$ cat config.mk
export PLATFORM = sky130hd
export DESIGN_NAME = i2c_cfg_target
export DESIGN_NICKNAME = d
export VERILOG_FILES = /design/src/rtl/i2c_cfg_pkg.sv /design/src/rtl/i2c_bus_sync.sv /design/src/rtl/i2c_proto_fsm.sv /design/src/rtl/i2c_reg_bank.sv /design/src/rtl/i2c_cfg_target.sv
export SDC_FILE = /design/constraint.sdc
export NUM_CORES = 1
export LEC_CHECK = 0
export CAP_MARGIN = 25
export CORE_MARGIN = 10
export CORE_UTILIZATION = 40
export CTS_CLUSTER_DIAMETER = 50
export DETAILED_ROUTE_END_ITERATION = 6
export PLACE_DENSITY = 0.58
export SLEW_MARGIN = 20
export SYNTH_ARGS = -nofsm -noshare
export SYNTH_HDL_FRONTEND = slang
export SYNTH_HIERARCHICAL = 1
export SYNTH_SLANG_ARGS = --single-unit
export TNS_END_PERCENT = 5
$ cat constraint.sdc
create_clock -name clk -period 4.8 [get_ports clk]
set_clock_uncertainty 0.1 [all_clocks]
set_input_delay 0.96 -clock clk [delete_from_list [all_inputs] [get_ports clk]]
set_output_delay 0.96 -clock clk [all_outputs]
set_load 0.1 [all_outputs]
$ cat src/rtl/i2c_cfg_pkg.sv
package i2c_cfg_pkg;

    typedef enum logic [3:0] {
        ST_IDLE,
        ST_ADDR,
        ST_ADDR_ACK,
        ST_PTR,
        ST_PTR_ACK,
        ST_WDATA,
        ST_WDATA_ACK,
        ST_RDATA,
        ST_RACK,
        ST_WAIT
    } i2c_state_e;

    // 7-bit target address: fixed prefix in the upper bits, strap below
    function automatic logic [6:0] own_address(input logic [3:0] prefix,
                                               input logic [2:0] strap);
        return {prefix, strap};
    endfunction

endpackage

$ cat src/rtl/i2c_bus_sync.sv
module i2c_bus_sync #(
    parameter int STAGES = 2
) (
    input  logic clk,
    input  logic rst_n,
    input  logic scl_i,
    input  logic sda_i,
    output logic scl_rise,
    output logic scl_fall,
    output logic start_det,
    output logic stop_det,
    output logic sda_smp
);

    typedef struct packed {
        logic [STAGES:0] scl_sh;
        logic [STAGES:0] sda_sh;
    } sync_t;

    sync_t s_d, s_q;

    logic scl_cur, scl_prev, sda_cur, sda_prev;

    always_comb begin
        s_d        = s_q;
        s_d.scl_sh = {s_q.scl_sh[STAGES-1:0], scl_i};
        s_d.sda_sh = {s_q.sda_sh[STAGES-1:0], sda_i};
    end

    always_ff @(posedge clk or negedge rst_n) begin
        if (!rst_n) begin
            s_q.scl_sh <= '1;
            s_q.sda_sh <= '1;
        end else begin
            s_q <= s_d;
        end
    end

    assign scl_cur   = s_q.scl_sh[STAGES-1];
    assign scl_prev  = s_q.scl_sh[STAGES];
    assign sda_cur   = s_q.sda_sh[STAGES-1];
    assign sda_prev  = s_q.sda_sh[STAGES];

    assign scl_rise  = scl_cur & ~scl_prev;
    assign scl_fall  = ~scl_cur & scl_prev;
    assign start_det = scl_cur & scl_prev & sda_prev & ~sda_cur;
    assign stop_det  = scl_cur & scl_prev & ~sda_prev & sda_cur;
    assign sda_smp   = sda_cur;

endmodule

$ cat src/rtl/i2c_proto_fsm.sv
module i2c_proto_fsm
    import i2c_cfg_pkg::*;
#(
    parameter int NUM_REGS   = 7,
    parameter int DW         = 8,
    parameter int LOCK_FIRST = 4,
    localparam int PW        = $clog2(NUM_REGS)
) (
    input  logic          clk,
    input  logic          rst_n,
    input  logic          scl_rise,
    input  logic          scl_fall,
    input  logic          start_det,
    input  logic          stop_det,
    input  logic          sda_smp,
    input  logic [6:0]    own_addr,
    input  logic          lock,
    input  logic [DW-1:0] rd_data,
    output logic [PW-1:0] ptr,
    output logic          wr_en,
    output logic [DW-1:0] wr_data,
    output logic          sda_oe
);

    localparam logic [PW-1:0] PTR_TOP = PW'(NUM_REGS - 1);

    typedef struct packed {
        i2c_state_e    state;
        logic [3:0]    cnt;
        logic [7:0]    shreg;
        logic [DW-1:0] txb;
        logic [PW-1:0] ptr;
        logic          rw;
        logic          mack;
        logic          oe;
    } fsm_t;

    fsm_t f_d, f_q;

    logic [PW-1:0] ptr_next;
    logic          ptr_ok;
    logic          data_ok;

    assign ptr_next = (f_q.ptr == PTR_TOP) ? f_q.ptr : f_q.ptr + 1'b1;
    // pointer byte is accepted when in range and not pointing at a frozen slot
    assign ptr_ok   = (f_q.shreg < 8'(NUM_REGS)) &&
                      !(lock && (f_q.shreg >= 8'(LOCK_FIRST)));
    assign data_ok  = !(lock && (f_q.ptr >= PW'(LOCK_FIRST)));

    always_comb begin
        f_d     = f_q;
        wr_en   = 1'b0;
        wr_data = f_q.shreg[DW-1:0];
        if (stop_det) begin
            f_d.state = ST_IDLE;
            f_d.oe    = 1'b0;
        end else if (start_det) begin
            f_d.state = ST_ADDR;
            f_d.cnt   = '0;
            f_d.oe    = 1'b0;
        end else begin
            unique case (f_q.state)
                ST_ADDR, ST_PTR, ST_WDATA: begin
                    if (scl_rise) begin
                        f_d.shreg = {f_q.shreg[6:0], sda_smp};
                        f_d.cnt   = f_q.cnt + 1'b1;
                    end else if (scl_fall && f_q.cnt == 4'd8) begin
                        f_d.cnt = '0;
                        if (f_q.state == ST_ADDR) begin
                            if (f_q.shreg[7:1] == own_addr) begin
                                f_d.rw    = f_q.shreg[0];
                                f_d.oe    = 1'b1;
                                f_d.state = ST_ADDR_ACK;
                            end else begin
                                f_d.state = ST_WAIT;
                            end
                        end else if (f_q.state == ST_PTR) begin
                            if (ptr_ok) begin
                                f_d.ptr   = f_q.shreg[PW-1:0];
                                f_d.oe    = 1'b1;
                                f_d.state = ST_PTR_ACK;
                            end else begin
                                f_d.state = ST_WAIT;
                            end
                        end else begin
                            if (data_ok) begin
                                wr_en     = 1'b1;
                                f_d.ptr   = ptr_next;
                                f_d.oe    = 1'b1;
                                f_d.state = ST_WDATA_ACK;
                            end else begin
                                f_d.state = ST_WAIT;
                            end
                        end
                    end
                end
                ST_ADDR_ACK: begin
                    if (scl_fall) begin
                        if (f_q.rw) begin
                            f_d.txb   = rd_data;
                            f_d.oe    = ~rd_data[DW-1];
                            f_d.cnt   = '0;
                            f_d.state = ST_RDATA;
                        end else begin
                            f_d.oe    = 1'b0;
                            f_d.state = ST_PTR;
                        end
                    end
                end
                ST_PTR_ACK, ST_WDATA_ACK: begin
                    if (scl_fall) begin
                        f_d.oe    = 1'b0;
                        f_d.state = ST_WDATA;
                    end
                end
                ST_RDATA: begin
                    if (scl_rise) begin
                        f_d.cnt = f_q.cnt + 1'b1;
                    end else if (scl_fall) begin
                        if (f_q.cnt == 4'd8) begin
                            f_d.oe    = 1'b0;
                            f_d.ptr   = ptr_next;
                            f_d.state = ST_RACK;
                        end else begin
                            f_d.txb = {f_q.txb[DW-2:0], 1'b0};
                            f_d.oe  = ~f_q.txb[DW-2];
                        end
                    end
                end
                ST_RACK: begin
                    if (scl_rise) begin
                        f_d.mack = ~sda_smp;
                    end else if (scl_fall) begin
                        if (f_q.mack) begin
                            f_d.txb   = rd_data;
                            f_d.oe    = ~rd_data[DW-1];
                            f_d.cnt   = '0;
                            f_d.state = ST_RDATA;
                        end else begin
                            f_d.state = ST_WAIT;
                        end
                    end
                end
                default: begin
                    f_d.oe = 1'b0;
                end
            endcase
        end
    end

    always_ff @(posedge clk or negedge rst_n) begin
        if (!rst_n) begin
            f_q.state <= ST_IDLE;
            f_q.cnt   <= '0;
            f_q.shreg <= '0;
            f_q.txb   <= '0;
            f_q.ptr   <= '0;
            f_q.rw    <= 1'b0;
            f_q.mack  <= 1'b0;
            f_q.oe    <= 1'b0;
        end else begin
            f_q <= f_d;
        end
    end

    assign ptr    = f_q.ptr;
    assign sda_oe = f_q.oe;

endmodule

$ cat src/rtl/i2c_reg_bank.sv
module i2c_reg_bank #(
    parameter int NUM_REGS   = 7,
    parameter int DW         = 8,
    parameter int RSVD_IDX   = 3,
    parameter int LOCK_FIRST = 4,
    localparam int PW        = $clog2(NUM_REGS)
) (
    input  logic                   clk,
    input  logic                   rst_n,
    input  logic                   wr_en,
    input  logic [PW-1:0]          idx,
    input  logic [DW-1:0]          wr_data,
    input  logic                   lock,
    output logic [DW-1:0]          rd_data,
    output logic [NUM_REGS*DW-1:0] cfg_flat
);

    logic [NUM_REGS-1:0][DW-1:0] regs_d, regs_q;
    logic [NUM_REGS-1:0]         permit;

    // per-slot write permission: reserved never, locked slots only when unlocked
    for (genvar i = 0; i < NUM_REGS; i++) begin : g_permit
        if (i == RSVD_IDX) begin : g_rsvd
            assign permit[i] = 1'b0;
        end else if (i >= LOCK_FIRST) begin : g_locked
            assign permit[i] = ~lock;
        end else begin : g_free
            assign permit[i] = 1'b1;
        end
    end

    always_comb begin
        regs_d = regs_q;
        for (int i = 0; i < NUM_REGS; i++) begin
            if (wr_en && idx == PW'(i) && permit[i]) begin
                regs_d[i] = wr_data;
            end
        end
    end

    always_ff @(posedge clk or negedge rst_n) begin
        if (!rst_n) begin
            regs_q <= '0;
        end else begin
            regs_q <= regs_d;
        end
    end

    assign rd_data  = (idx < PW'(NUM_REGS)) ? regs_q[idx] : '0;
    assign cfg_flat = regs_q;

endmodule

$ cat src/rtl/i2c_cfg_target.sv
module i2c_cfg_target #(
    parameter int         NUM_REGS    = 7,
    parameter int         DW          = 8,
    parameter int         RSVD_IDX    = 3,
    parameter int         LOCK_FIRST  = 4,
    parameter int         SYNC_STAGES = 2,
    parameter logic [3:0] ADDR_PREFIX = 4'hA,
    localparam int        PW          = $clog2(NUM_REGS)
) (
    input  logic                   clk,
    input  logic                   rst_n,
    input  logic                   scl_i,
    input  logic                   sda_i,
    output logic                   sda_oe,
    input  logic [2:0]             addr_sel,
    input  logic                   pwr_lock,
    output logic [NUM_REGS*DW-1:0] cfg_out
);

    logic          scl_rise, scl_fall, start_det, stop_det, sda_smp;
    logic [PW-1:0] ptr;
    logic          wr_en;
    logic [DW-1:0] wr_data, rd_data;
    logic [6:0]    own_addr;

    assign own_addr = i2c_cfg_pkg::own_address(ADDR_PREFIX, addr_sel);

    i2c_bus_sync #(.STAGES(SYNC_STAGES)) u_sync (
        .clk       (clk),
        .rst_n     (rst_n),
        .scl_i     (scl_i),
        .sda_i     (sda_i),
        .scl_rise  (scl_rise),
        .scl_fall  (scl_fall),
        .start_det (start_det),
        .stop_det  (stop_det),
        .sda_smp   (sda_smp)
    );

    i2c_proto_fsm #(
        .NUM_REGS   (NUM_REGS),
        .DW         (DW),
        .LOCK_FIRST (LOCK_FIRST)
    ) u_fsm (
        .clk       (clk),
        .rst_n     (rst_n),
        .scl_rise  (scl_rise),
        .scl_fall  (scl_fall),
        .start_det (start_det),
        .stop_det  (stop_det),
        .sda_smp   (sda_smp),
        .own_addr  (own_addr),
        .lock      (pwr_lock),
        .rd_data   (rd_data),
        .ptr       (ptr),
        .wr_en     (wr_en),
        .wr_data   (wr_data),
        .sda_oe    (sda_oe)
    );

    i2c_reg_bank #(
        .NUM_REGS   (NUM_REGS),
        .DW         (DW),
        .RSVD_IDX   (RSVD_IDX),
        .LOCK_FIRST (LOCK_FIRST)
    ) u_bank (
        .clk      (clk),
        .rst_n    (rst_n),
        .wr_en    (wr_en),
        .idx      (ptr),
        .wr_data  (wr_data),
        .lock     (pwr_lock),
        .rd_data  (rd_data),
        .cfg_flat (cfg_out)
    );

endmodule

[After elaboration in Yosys (flattened, before gate mapping)]
Cells that the tools add are included.
Word-level totals
  register bits: 83
  latch bits: 0
  memory bits (writable): 0
  memory bits (read-only): 0
  input bits: 8
  output and inout bits: 57
  word-level logic and storage cells: 192
  memories: 0
Cells by class
  add/sub/neg operators: 2
  multiply operators: 0
  divide/modulo/power cells: 0
  $lt $le $gt $ge: 5
  equality and inequality tests: 49
  shifts and indexed selects: 0
  mux-type cells: 74
  bitwise gates (word level): 17
  reductions and logical operators: 29
Operator list (count)
  two-way mux 4 bit: 18
  two-way mux 8 bit: 7
  two-way mux 7 bit: 6
  inequality test 4 x 3 -> 1 bit (second input constant): 8
  two-way mux 1 bit: 28
  binary-select mux 8 bit (select 3 bit): 1
  AND reduction 11 bit: 2
  two-way mux 3 bit: 7
  case mux 7 bit (3 select lines): 1
  two-way mux 10 bit: 2
  case mux 4 bit (5 select lines): 1
  == test 4 x 3 -> 1 bit (second input constant): 4
  case mux 4 bit (4 select lines): 1
  inequality test 3 x 2 -> 1 bit (second input constant): 5
  inequality test 2 x 1 -> 1 bit (second input constant): 7
  logical AND 1 bit: 13
  inequality test 4 bit (second input constant): 3
  AND reduction 12 bit: 1
  inequality test 2 bit (second input constant): 5
  NOT 1 bit: 10
  AND reduction 10 bit: 1
  == test 3 bit (second input constant): 3
  inequality test 3 bit (second input constant): 3
  AND reduction 9 bit: 1
  other kinds (29): 38

[Depth between registers and ports, before layout]
Gate-level depths: netlist (run 1).
  depth after elaboration: 12
  depth in mapped cells: 10
  depth with buffers taken out: 9

[By module]
The synthesis (run 1) kept the hierarchy.
Modules (own cells, without submodules)
  i2c_reg_bank: times used 1, cells each 185, area each 2409.8 um2, seq. area each 1201.2 um2
  i2c_proto_fsm: times used 1, cells each 224, area each 2144.6 um2, seq. area each 725.7 um2
  i2c_bus_sync: times used 1, cells each 10, area each 190.2 um2, seq. area each 157.7 um2
  i2c_cfg_target: times used 1, cells each 2, area each 7.5 um2, seq. area each 0.0 um2

[Worst setup path before layout (run 1)]
Ideal clock, no wire load.
  path kind: register -> register
  start: register u_sync.s_q, in the netlist u_sync/sda_smp
  end: register u_bank.regs_q, in the netlist u_bank/cfg_flat[40]
  library setup time: 0.126 ns
  arrival time: 2.635 ns
  data required time: 4.574 ns
  path slack: 1.939 ns
  cell stages (with the launch flop): 10
  path buffers: 2
  period minus slack after synthesis: 2.861 ns
  cells stage by stage: dfstp_2 -> and4b_1 -> clkbuf_1 -> nor2_2 -> nand3_1 -> a211oi_1 -> nor3b_2 -> and3_1 -> buf_4 -> mux2_2
On the way
  cells in the longest elaborated chain, start to end: 6
  elaborated cells on any way between the ends: 7
  those cells by class: 2 x mux; 3 x bitwise; 2 x reduce/logical
RTL lines
  from (decl): line i2c_bus_sync.sv:20  | sync_t s_d, s_q;
  NOT 1 bit: line i2c_bus_sync.sv:46  | assign start_det = scl_cur & scl_prev & sda_prev & ~sda_cur;
  bitwise AND 1 bit: line i2c_bus_sync.sv:46
  net start_det: line i2c_cfg_target.sv:20  | logic scl_rise, scl_fall, start_det, stop_det, sda_smp;
  two-way mux 1 bit: line i2c_proto_fsm.sv:57  | end else if (start_det) begin
  two-way mux 1 bit: line i2c_proto_fsm.sv:54  | if (stop_det) begin
  net wr_en: line i2c_cfg_target.sv:22  | logic wr_en;
  logical AND 1 bit (2 in series): line i2c_reg_bank.sv:35  | if (wr_en && idx == PW'(i) && permit[i]) begin
  to (signal assigned): line i2c_reg_bank.sv:45  | regs_q <= regs_d;
  to (decl): line i2c_reg_bank.sv:18  | logic [NUM_REGS-1:0][DW-1:0] regs_d, regs_q;
The timed path passes the listed nets, and every way through them passes these cells.
A chain may end at the register's enable or synchronous reset.

[Worst setup path after layout (run 1)]
  start: register u_sync/s_q[5] (netlist name)
  end: register u_bank.regs_q, in the netlist u_bank/cfg_flat[44]
On the way
  cells in the longest elaborated chain, start to end: 9
  elaborated cells on any way between the ends: 16
  those cells by class: 5 x mux; 8 x bitwise; 3 x reduce/logical
RTL lines
  bitwise AND 1 bit: line i2c_bus_sync.sv:45  | assign scl_fall = ~scl_cur & scl_prev;
  net scl_fall: line i2c_cfg_target.sv:20
  logical AND 1 bit: line i2c_proto_fsm.sv:67  | end else if (scl_fall && f_q.cnt == 4'd8) begin
  two-way mux 1 bit: line i2c_proto_fsm.sv:67
  two-way mux 1 bit: line i2c_proto_fsm.sv:64  | if (scl_rise) begin
  two-way mux 1 bit: line i2c_proto_fsm.sv:62  | unique case (f_q.state)
  two-way mux 1 bit: line i2c_proto_fsm.sv:57
  two-way mux 1 bit: line i2c_proto_fsm.sv:54
  net wr_en: line i2c_cfg_target.sv:22
  logical AND 1 bit (2 in series): line i2c_reg_bank.sv:35
The timed path passes the listed nets, and every way through them passes these cells.

==> flow_summary.yaml, run 1 <==
status:
  status: "complete, no violations"
clock_tree:
  root_buffer: "clkbuf_16"
  cts_setup_buffers: 0
  insertion_delay_ns: 0.34
  hold_buffers: 0
  cts_sinks: 83
  cts.htree.levels: 3
  ctsResizeCount: 0
  cts_inserted_buffers: 9
  clk_pin_slew_ns: 0.07
  cts_max_path_buffers: 2
  tritoncts: "done"
sta:
  fin_ws_ns: 1.51
  fin_crit_ns: 3.29
  worst_pin_slew_ns: 1.00
  fin_crit_sh_pct: 68.5
  hold_violations: 0
  setup_violations: 0
  rsz0062_at_grt: "no"
  slew-limit-headroom_pct: 33.0
  fmax_mhz: 304
  setup_tns_ns: 0
  hold-worst-slack_ns: 0.256
  drv_slew: 0
setup_path:
  path_buf_inv: 0
  cpLargestDelayFamily: "simple AND/OR/NAND/NOR gates"
  start_kind: "flip-flop"
  required_ns: 4.92
  cpMaxStageDelayCell: "dfstp_2"
  cp_max_fo: 8
  crit_path_end_kind: "flip-flop"
  slowest_delay_ns: 0.54
  crit_path_cell_trace: "nor2b_1 -> nand4b_1 -> nor2_1 -> nand3_1 -> a211oi_1 -> nor3b_2 -> and3_1 -> mux2_2"
  reg2reg_slack_ns: 1.51
  path_class: "flip-flop to flip-flop"
  crit_arrival_ns: 3.41
pwr:
  power_per_cell_area_nw_per_um2: 406
  peakVddDrop_uv: 229
  p_leak_uw: 0.00241
  fin_total_pwr_uw: 2260
placement:
  dp_hpwl_microns: 8510
  dpl_worst_slack_ns: 1.42
  portBuffers: 56
  globalplace.congestion: 0.863
yosys:
  ys_warn_count: 6
  seq_area_frac_synth_pct: 43.9
  ys.flop_type: "dfrtp_1"
  yosysTopAreaCellShare_pct: 40.5
  async_flop_share_pct: 100
  ys_ff_latch: 83
  syn_avg_cell_area_sq_um: 11.3
  synth_cell_type_count: 67
  synth_edf_count: 0
  yosys.area.top_type: "dfrtp_1"
  synth_area_sq_um: 4750
  synth_cells: 421
  netlist_top_cells_area: "dfrtp_1 41%, mux2_2 13%, buf_4 3.8%"
run:
  max-cap-violations: 0
floorplan:
  die_w_microns: 129
  dieArea_sq_um: 16600
  ios: 65
  fp.dieH_microns: 129
  rows: 39
  start_util_pct: 41.3
  core_sq_um: 11500
cells_and_area:
  nNetsFinal: 471
  diodes: 0
  drive_gt1_share_pct: 23.9
  fin_util_pct: 48.4
  area_growth_pct: 17.4
detailed_routing:
  wire_per_inst_microns: 20.4
  drc: 0
  vias: 3397
  drt_wl_total_microns: 12400
  drt_iter0_drc: 221
  drtPass1Iterations: 4
  ant_nets: 0
  avgViaCountPerCell: 5.60
grt:
  antenna_found_initial: 0
  grt_pass1_vias: 3376
  grt_pass1_wl_microns: 20000
  grt_max_degree: 84
  grt_use_total_pct: 15.2
  gr-total-overflow: 0
worst_hold_path:
  hold_class: "flip-flop to flip-flop"
==> path summary, 6_finish.rpt <==
check,depth (start not counted),endpoint,from
worst min-delay path,0,u_sync/sda_smp$_DFF_PN1_,u_sync/s_d[1]$_DFF_PN1_
max in group asynchronous,1,u_bank/cfg_flat[48]$_DFFE_PN0P_,rst_n
worst min register to register,0,u_sync/sda_smp$_DFF_PN1_,u_sync/s_d[1]$_DFF_PN1_
worst max-delay path,8,u_bank/cfg_flat[44]$_DFFE_PN0P_,u_sync/s_q[5]$_DFF_PN1_
min in group asynchronous,1,u_fsm/wr_data[4]$_DFFE_PN0P_,rst_n
worst max register to register,8,u_bank/cfg_flat[44]$_DFFE_PN0P_,u_sync/s_q[5]$_DFF_PN1_
==> through the flow <==
stage / cells / area, sq um
after floorplan: 430 / 4790
after global placement: 591 / 5270
after detailed placement: 591 / 5270
after CTS: 607 / 5570
after global routing: 607 / 5580
final: 607 / 5580
==> Yosys cell counts (4+ instances only) <==
| master | number |
|---|---|
| a211oi_1 | 4 |
| a21oi_1 | 11 |
| a311oi_1 | 10 |
| a31oi_1 | 5 |
| and3_1 | 4 |
| and4b_1 | 4 |
| buf_2 | 8 |
| buf_4 | 24 |
| clkbuf_1 | 6 |
| dfrtp_1 | 77 |
| dfstp_2 | 6 |
| ha_1 | 4 |
| inv_1 | 4 |
| mux2_2 | 56 |
| mux2_4 | 6 |
| mux2i_1 | 12 |
| nand2_1 | 35 |
| nand2b_1 | 4 |
| nand3_1 | 6 |
| nor2_1 | 22 |
| nor2b_1 | 8 |
| o21a_1 | 11 |
| o21ai_0 | 9 |
| o32ai_1 | 7 |
| or2_1 | 6 |
| or2_2 | 4 |
| xor2_1 | 8 |
==> cells in the final DEF (no fill, tap or decap), types with 3 or more instances in the layout <==
cell type / netlist / routed
dfrtp_1: 77 / 77
mux2_2: 56 / 56
clkdlybuf4s50_1: 0 / 55
nand2_1: 35 / 35
nor2_1: 22 / 22
mux2i_1: 12 / 12
conb_1: 3 / 12
a21oi_1: 11 / 11
o21a_1: 11 / 11
a311oi_1: 10 / 10
clkbuf_16: 0 / 9
o21ai_0: 9 / 9
nor2b_1: 8 / 8
xor2_1: 8 / 8
o32ai_1: 7 / 7
or2_1: 6 / 6
nand3_1: 6 / 6
mux2_4: 6 / 6
dfstp_2: 6 / 6
a31oi_1: 5 / 5
and3_1: 4 / 4
nand2b_1: 4 / 4
or2_2: 4 / 4
inv_1: 4 / 4
a211oi_1: 4 / 4
and4b_1: 4 / 4
ha_1: 4 / 4
nor3b_4: 3 / 3
nor3b_1: 3 / 3
nor3_1: 3 / 3
o221ai_1: 3 / 3
==> sequential cells by signal, indices dropped and copies added (netlist names) <==
signal / count
u_bank/cfg_flat: 48
u_fsm/f_q: 17
u_fsm/ptr: 3
u_fsm/sda_oe: 1
u_fsm/wr_data: 8
u_sync/s_d: 3
u_sync/s_q: 2
u_sync/sda_smp: 1
==> cell families (layout without fill, tap and decap cells) <==
kind of cell	after synthesis	count (layout)	share of synthesized area [%]
buffers and inverters	44	78	5.90
AO/OA/AOI/OAI	78	78	12.9
adder cells (fa/ha/maj)	4	4	1.05
flip-flops	83	83	43.9
XOR/XNOR	8	8	1.47
AND/OR/NAND/NOR	126	126	16.6
other	3	12	0.237
multiplexers	75	75	17.9
==> routing by layer <==
| layer | wire length (microns) | vias up | GRT usage [%] |
|---|---|---|---|
| met5 | 0 | - | 0 |
| met3 | 650 | 16 | 3.98 |
| met2 | 5990 | 84 | 24.5 |
| met4 | 183 | 0 | 4.28 |
| met1 | 5590 | 1702 | 19.9 |
| li1 | - | 1595 | - |
==> power by group <==
part | switching, uW | total, uW | internal [uW]
combinational | 346 | 609 | 263
clock | 305 | 715 | 410
sequential | 183 | 938 | 755
==> area by class of cell <==
class	count	area [sq um]
multi-input combinational	303	2420
timing repair buffer	58	577
tap	143	179
inverter	4	15.0
clock buffer	10	229
fill	1064	5940
clock inverter	6	71.3
sequential	83	2080
No activity file was read; power rests on OpenSTA's default activity.
==> inputs of run 2 (changes only) <==
--- a/config.mk
+++ b/config.mk
@@ -10,7 +10,7 @@
 export CORE_UTILIZATION = 40
 export CTS_CLUSTER_DIAMETER = 50
 export DETAILED_ROUTE_END_ITERATION = 6
-export PLACE_DENSITY = 0.58
+export PLACE_DENSITY = 0.61
 export SLEW_MARGIN = 20
 export SYNTH_ARGS = -nofsm -noshare
 export SYNTH_HDL_FRONTEND = slang
==> constraint.sdc (replaced) <==
create_clock -name clk -period 2.7 [get_ports clk]
set_clock_uncertainty 0.1 [all_clocks]
set_input_delay 0.54 -clock clk [delete_from_list [all_inputs] [get_ports clk]]
set_output_delay 0.54 -clock clk [all_outputs]
set_load 0.1 [all_outputs]
==> flow_summary.yaml, run 2 (same netlist as run 1, synthesis figures left out) <==
floorplan:
  die_w_microns: 129
  start_util_pct: 41.3
  ios: 65
  fp.dieH_microns: 129
  core_sq_um: 11500
  rows: 39
  dieArea_sq_um: 16600
setup_path:
  rr_endpoint: "u_bank/cfg_flat[0]$_DFFE_PN0P_"
  slowest_delay_ns: 0.55
  cpMaxStageDelayCell: "dfstp_2"
  path_class: "flip-flop to flip-flop"
  path_depth: 10
  required_ns: 2.82
  crit_path_cell_trace: "nor2b_4 -> nand4b_1 -> nor2_2 -> nand3_2 -> a211oi_2 -> buf_4 -> nand2b_4 -> buf_4 -> nor2_8 -> mux2_2"
  cpMostUsedCell: "buf_4"
  cpLargestDelayFamily: "simple AND/OR/NAND/NOR gates"
  crit_path_end_kind: "flip-flop"
  path_buf_inv: 2
  cp_max_fo: 8
  crit_arrival_ns: 2.65
  start_kind: "flip-flop"
  reg2reg_from: "u_sync/s_q[5]$_DFF_PN1_"
  worstRegToRegCells: 10
  reg2reg_slack_ns: 0.17
clock_tree:
  cts_max_path_buffers: 2
  insertion_delay_ns: 0.33
  cts.htree.levels: 3
  tritoncts: "done"
  root_buffer: "clkbuf_16"
  cts_sinks: 83
  clk_pin_slew_ns: 0.06
  cts_inserted_buffers: 9
cells_and_area:
  n_fill_cell: 1045
  layout_commonest_cell: "buf_4"
  drive_gt1_share_pct: 40.1
  largest_reg_flops: 48
  final_cell_mix: "82 x buf_4, 77 x dfrtp_1, 56 x mux2_2"
  diodes: 0
  finalNonFillerCells: 639
  nNetsFinal: 503
  area_growth_pct: 21.2
placement:
  portBuffers: 56
  dp_hpwl_microns: 8950
  placed_cells: 620
  globalplace.congestion: 0.915
sta:
  drv_slew: 0
  fin_crit_sh_pct: 93.6
  rsz0062_at_grt: "no"
  setup_tns_ns: 0
  worst_pin_slew_ns: 0.617
  hold_violations: 0
  slew-limit-headroom_pct: 58.6
  setup_violations: 0
  fin_crit_ns: 2.53
  fmax_mhz: 396
pwr:
  power_per_cell_area_nw_per_um2: 731
  switching_share_pct: 35.2
  p_sw_uw: 1480
  p_leak_uw: 0.00269
  peakVddDrop_uv: 318
  p_clk_share_pct: 32.0
  internal-power_uw: 2730
  pwr-share-seq_pct: 36.4
  combPwrFrac_pct: 31.5
status:
  status: "complete, no violations"
detailed_routing:
  avgViaCountPerCell: 5.55
  ant_nets: 0
  drc: 0
  drtPass1Iterations: 4
  vias: 3549
  wire_per_inst_microns: 19.4
  drt_iter0_drc: 229
  drt_wl_total_microns: 12400
run:
  max-cap-violations: 0
grt:
  antenna_found_initial: 0
  grt_pass1_wl_microns: 19700
  grt_use_total_pct: 15.0
  grt_max_degree: 84
  grt_pass1_vias: 3558
  gr-total-overflow: 0
worst_hold_path:
  hold_class: "input pin to asynchronous set/reset pin"
[run 2: power groups by stage]
stage | registers (uW) | clock network (uW) | logic (uW)
final | 1540 | 1350 | 1330
after global routing | 1550 | 1420 | 1440
after CTS | 1530 | 1370 | 1290
after detailed placement | 1560 | 0 | 1290
after global placement | 1550 | 0 | 1270
after floorplan | 1490 | 0 | 1050
[run 2: metrics by stage]
| step | hold WS (ns) | power [uW] | worst slack, ns | utilization [%] | area (sq um) |
|---|---|---|---|---|---|
| 4_1_cts | 0.150 | 4200 | 0.0648 | 49.6 | 5710 |
| 5_1_grt | 0.161 | 4420 | 0.00982 | 50.0 | 5760 |
| 2_1_floorplan | 0.144 | 2540 | 0.00372 | - | 4790 |
| 3_3_place_gp | 0.246 | 2820 | 0.137 | 46.8 | 5390 |
| 6_report | 0.124 | 4210 | 0.173 | 50.0 | 5760 |
| 3_5_place_dp | 0.249 | 2850 | 0.0805 | 46.8 | 5390 |
[run 2: timing repair]
action	in CTS	in global routing
endpoints found under the setup margin	0	24
buffers inserted	0	3
gates resized for setup	0	9
hold buffers	0	0
[run 2: per-layer routing]
layer / GRT usage, % / share of wire, %
met1: 20.1 / 47
met2: 23.2 / 46
met3: 3.49 / 6.0
met4: 5.02 / 1.2
met5: 0 / 0
[run 2: layout make-up]
| class | instances | area (sq um) | area share, % |
|---|---|---|---|
| Clock buffer | 11 | 243 | 4.21 |
| Sequential cell | 83 | 2080 | 36.2 |
| Timing Repair Buffer | 90 | 707 | 12.3 |
| Inverter | 4 | 15.0 | 0.261 |
| Tap cell | 143 | 179 | 3.11 |
| Multi-Input combinational cell | 303 | 2450 | 42.5 |
| Clock inverter | 5 | 85.1 | 1.48 |
[run 2: worst max path at each step]
stage	from	endpoint	slack (ns)
floorplan	u_sync/sda_smp$_DFF_PN1_	u_bank/cfg_flat[40]$_DFFE_PN0P_	0.004
global placement	pwr_lock	u_bank/cfg_flat[40]$_DFFE_PN0P_	0.14
detailed placement	u_sync/s_q[5]$_DFF_PN1_	u_bank/cfg_flat[43]$_DFFE_PN0P_	0.08
CTS	u_sync/s_q[5]$_DFF_PN1_	u_bank/cfg_flat[47]$_DFFE_PN0P_	0.06
global route	u_sync/s_q[5]$_DFF_PN1_	u_bank/cfg_flat[16]$_DFFE_PN0P_	0.01
finish	u_sync/s_q[5]$_DFF_PN1_	u_bank/cfg_flat[0]$_DFFE_PN0P_	0.17
[run 2: worst register-to-register path: stages (launching register included)]
cell,delay (ns)
dfstp_2,0.55
nor2b_4,0.14
nand4b_1,0.14
nor2_2,0.17
nand3_2,0.10
a211oi_2,0.25
buf_4,0.16
nand2b_4,0.08
buf_4,0.16
nor2_8,0.19
mux2_2,0.37
==> inputs of run 3 (changes only) <==
--- a/config.mk
+++ b/config.mk
@@ -5,8 +5,7 @@
 export SDC_FILE = /design/constraint.sdc
 export NUM_CORES = 1
 export LEC_CHECK = 0
-export CAP_MARGIN = 25
-export CORE_MARGIN = 10
+export CAP_MARGIN = 40
 export CORE_UTILIZATION = 40
 export CTS_CLUSTER_DIAMETER = 50
 export DETAILED_ROUTE_END_ITERATION = 6
==> flow_summary.yaml, run 3 (same netlist as run 1, synthesis figures left out) <==
cells_and_area:
  nNetsFinal: 493
  layout_commonest_cell: "dfrtp_1"
  fin_util_pct: 49.3
  fin_area_sq_um: 5670
  area_growth_pct: 19.4
  final_cell_mix: "77 x dfrtp_1, 71 x buf_4, 56 x mux2_2"
  largest_reg_flops: 48
  diodes: 0
  drive_gt1_share_pct: 38.5
placement:
  globalplace.congestion: 0.889
  post_dp_cell_area_sq_um: 5340
  dp_hpwl_microns: 8220
  portBuffers: 56
grt:
  top_usage_layer: "met2"
  grt_use_total_pct: 20.2
  grt_pass1_wl_microns: 18900
  grt_pass1_vias: 3461
  grt_max_degree: 53
  grt_util_met2_pct: 30.3
  antenna_found_initial: 0
  use_met1_pct: 28.2
  gr-total-overflow: 0
  use_met3_pct: 3.28
detailed_routing:
  drc: 8
  ant_nets: 0
  drt_wl_total_microns: 11600
  drt_iter0_drc: 149
  vias: 3488
  drtPass1Iterations: 6
  wire_per_inst_microns: 18.5
  avgViaCountPerCell: 5.55
status:
  status: "finished with violations"
  violations: "design-rule violations"
clock_tree:
  insertion_delay_ns: 0.34
  cts_sinks: 83
  clk_pin_slew_ns: 0.06
  cts_max_path_buffers: 2
  cts_inserted_buffers: 9
  root_buffer: "clkbuf_16"
  cts.htree.levels: 3
  hold_buffers: 0
  tritoncts: "done"
floorplan:
  fp.dieH_microns: 111
  ios: 65
  core_sq_um: 11500
  start_util_pct: 41.3
  rows: 39
  die_w_microns: 111
  dieArea_sq_um: 12300
sta:
  setup_violations: 0
  setup_tns_ns: 0
  fin_crit_sh_pct: 94.3
  fin_crit_ns: 2.55
  slew-limit-headroom_pct: 62.9
  worst_pin_slew_ns: 0.551
  fmax_mhz: 393
  drv_slew: 0
  hold_violations: 0
run:
  max-cap-violations: 0
setup_path:
  required_ns: 2.83
  cp_max_fo: 7
  crit_arrival_ns: 2.68
  crit_path_end_kind: "flip-flop"
  start_kind: "flip-flop"
  path_class: "flip-flop to flip-flop"
pwr:
  fin_total_pwr_uw: 4100
  p_leak_uw: 0.00263
  peakVddDrop_uv: 332
  power_per_cell_area_nw_per_um2: 723
worst_hold_path:
  hold_class: "input pin to asynchronous set/reset pin"
run 3: layer usage:
metal | wire length, microns | part of all wire (%) | up-vias
li1 | - | - | 1641
met1 | 5570 | 48 | 1739
met3 | 467 | 4.0 | 19
met2 | 5330 | 46 | 89
met5 | 0 | 0 | -
met4 | 275 | 2.4 | 0
run 3: timing repair:
item                       CTS  global route
setup endpoints to repair    8            19
pin swaps                    0             1
buffers inserted             0             1
gates resized for setup      1             2
run 3: where the power goes:
part           internal, uW  leakage, uW  total [uW]  switching (uW)
Clock                   748     0.000142        1280             529
Sequential             1350      0.00112        1510             162
Combinational           530      0.00137        1310             783
run 3: per-stage QoR:
stage	hold slack, ns	cells	setup WS, ns
4_1_cts	0.0396	628	0.0143
3_5_place_dp	0.252	612	-0.00582
6_report	0.0366	629	0.154
2_1_floorplan	0.144	430	0.00372
3_3_place_gp	0.249	612	0.0216
5_1_grt	0.0607	629	-0.00115
run 3: critical path: stages, from the launching register on:
cell	delay, ns
dfrtp_1	0.37
nand2b_1	0.23
a21oi_1	0.34
nand3_1	0.18
a211oi_2	0.21
buf_4	0.17
nand2b_4	0.09
nor3b_4	0.25
buf_12	0.16
mux2_2	0.34
run 3: area by class of cell:
class | instances | area [sq um]
clock buffers | 10 | 239
clock inverters | 6 | 70.1
fillers | 1088 | 5840
inverters | 4 | 15.0
multi-input cells | 303 | 2430
flip-flops and latches | 83 | 2080
well taps | 143 | 179
repair buffers | 80 | 653
run 3: worst paths after layout:
path | start | end | slack (ns) | depth (start not counted)
hold / removal | rst_n | u_fsm/f_q[28]$_DFFE_PN0P_ | 0.04 | 1
max in group asynchronous | rst_n | u_sync/s_d[1]$_DFF_PN1_ | 1.79 | 2
setup reg to reg | u_fsm/f_q[29]$_DFFE_PN0P_ | u_bank/cfg_flat[20]$_DFFE_PN0P_ | 0.15 | 9
min in group clk | u_sync/s_d[1]$_DFF_PN1_ | u_sync/sda_smp$_DFF_PN1_ | 0.26 | 0
hold reg to reg | u_sync/s_d[1]$_DFF_PN1_ | u_sync/sda_smp$_DFF_PN1_ | 0.26 | 0
setup / recovery | u_fsm/f_q[29]$_DFFE_PN0P_ | u_bank/cfg_flat[20]$_DFFE_PN0P_ | 0.15 | 9
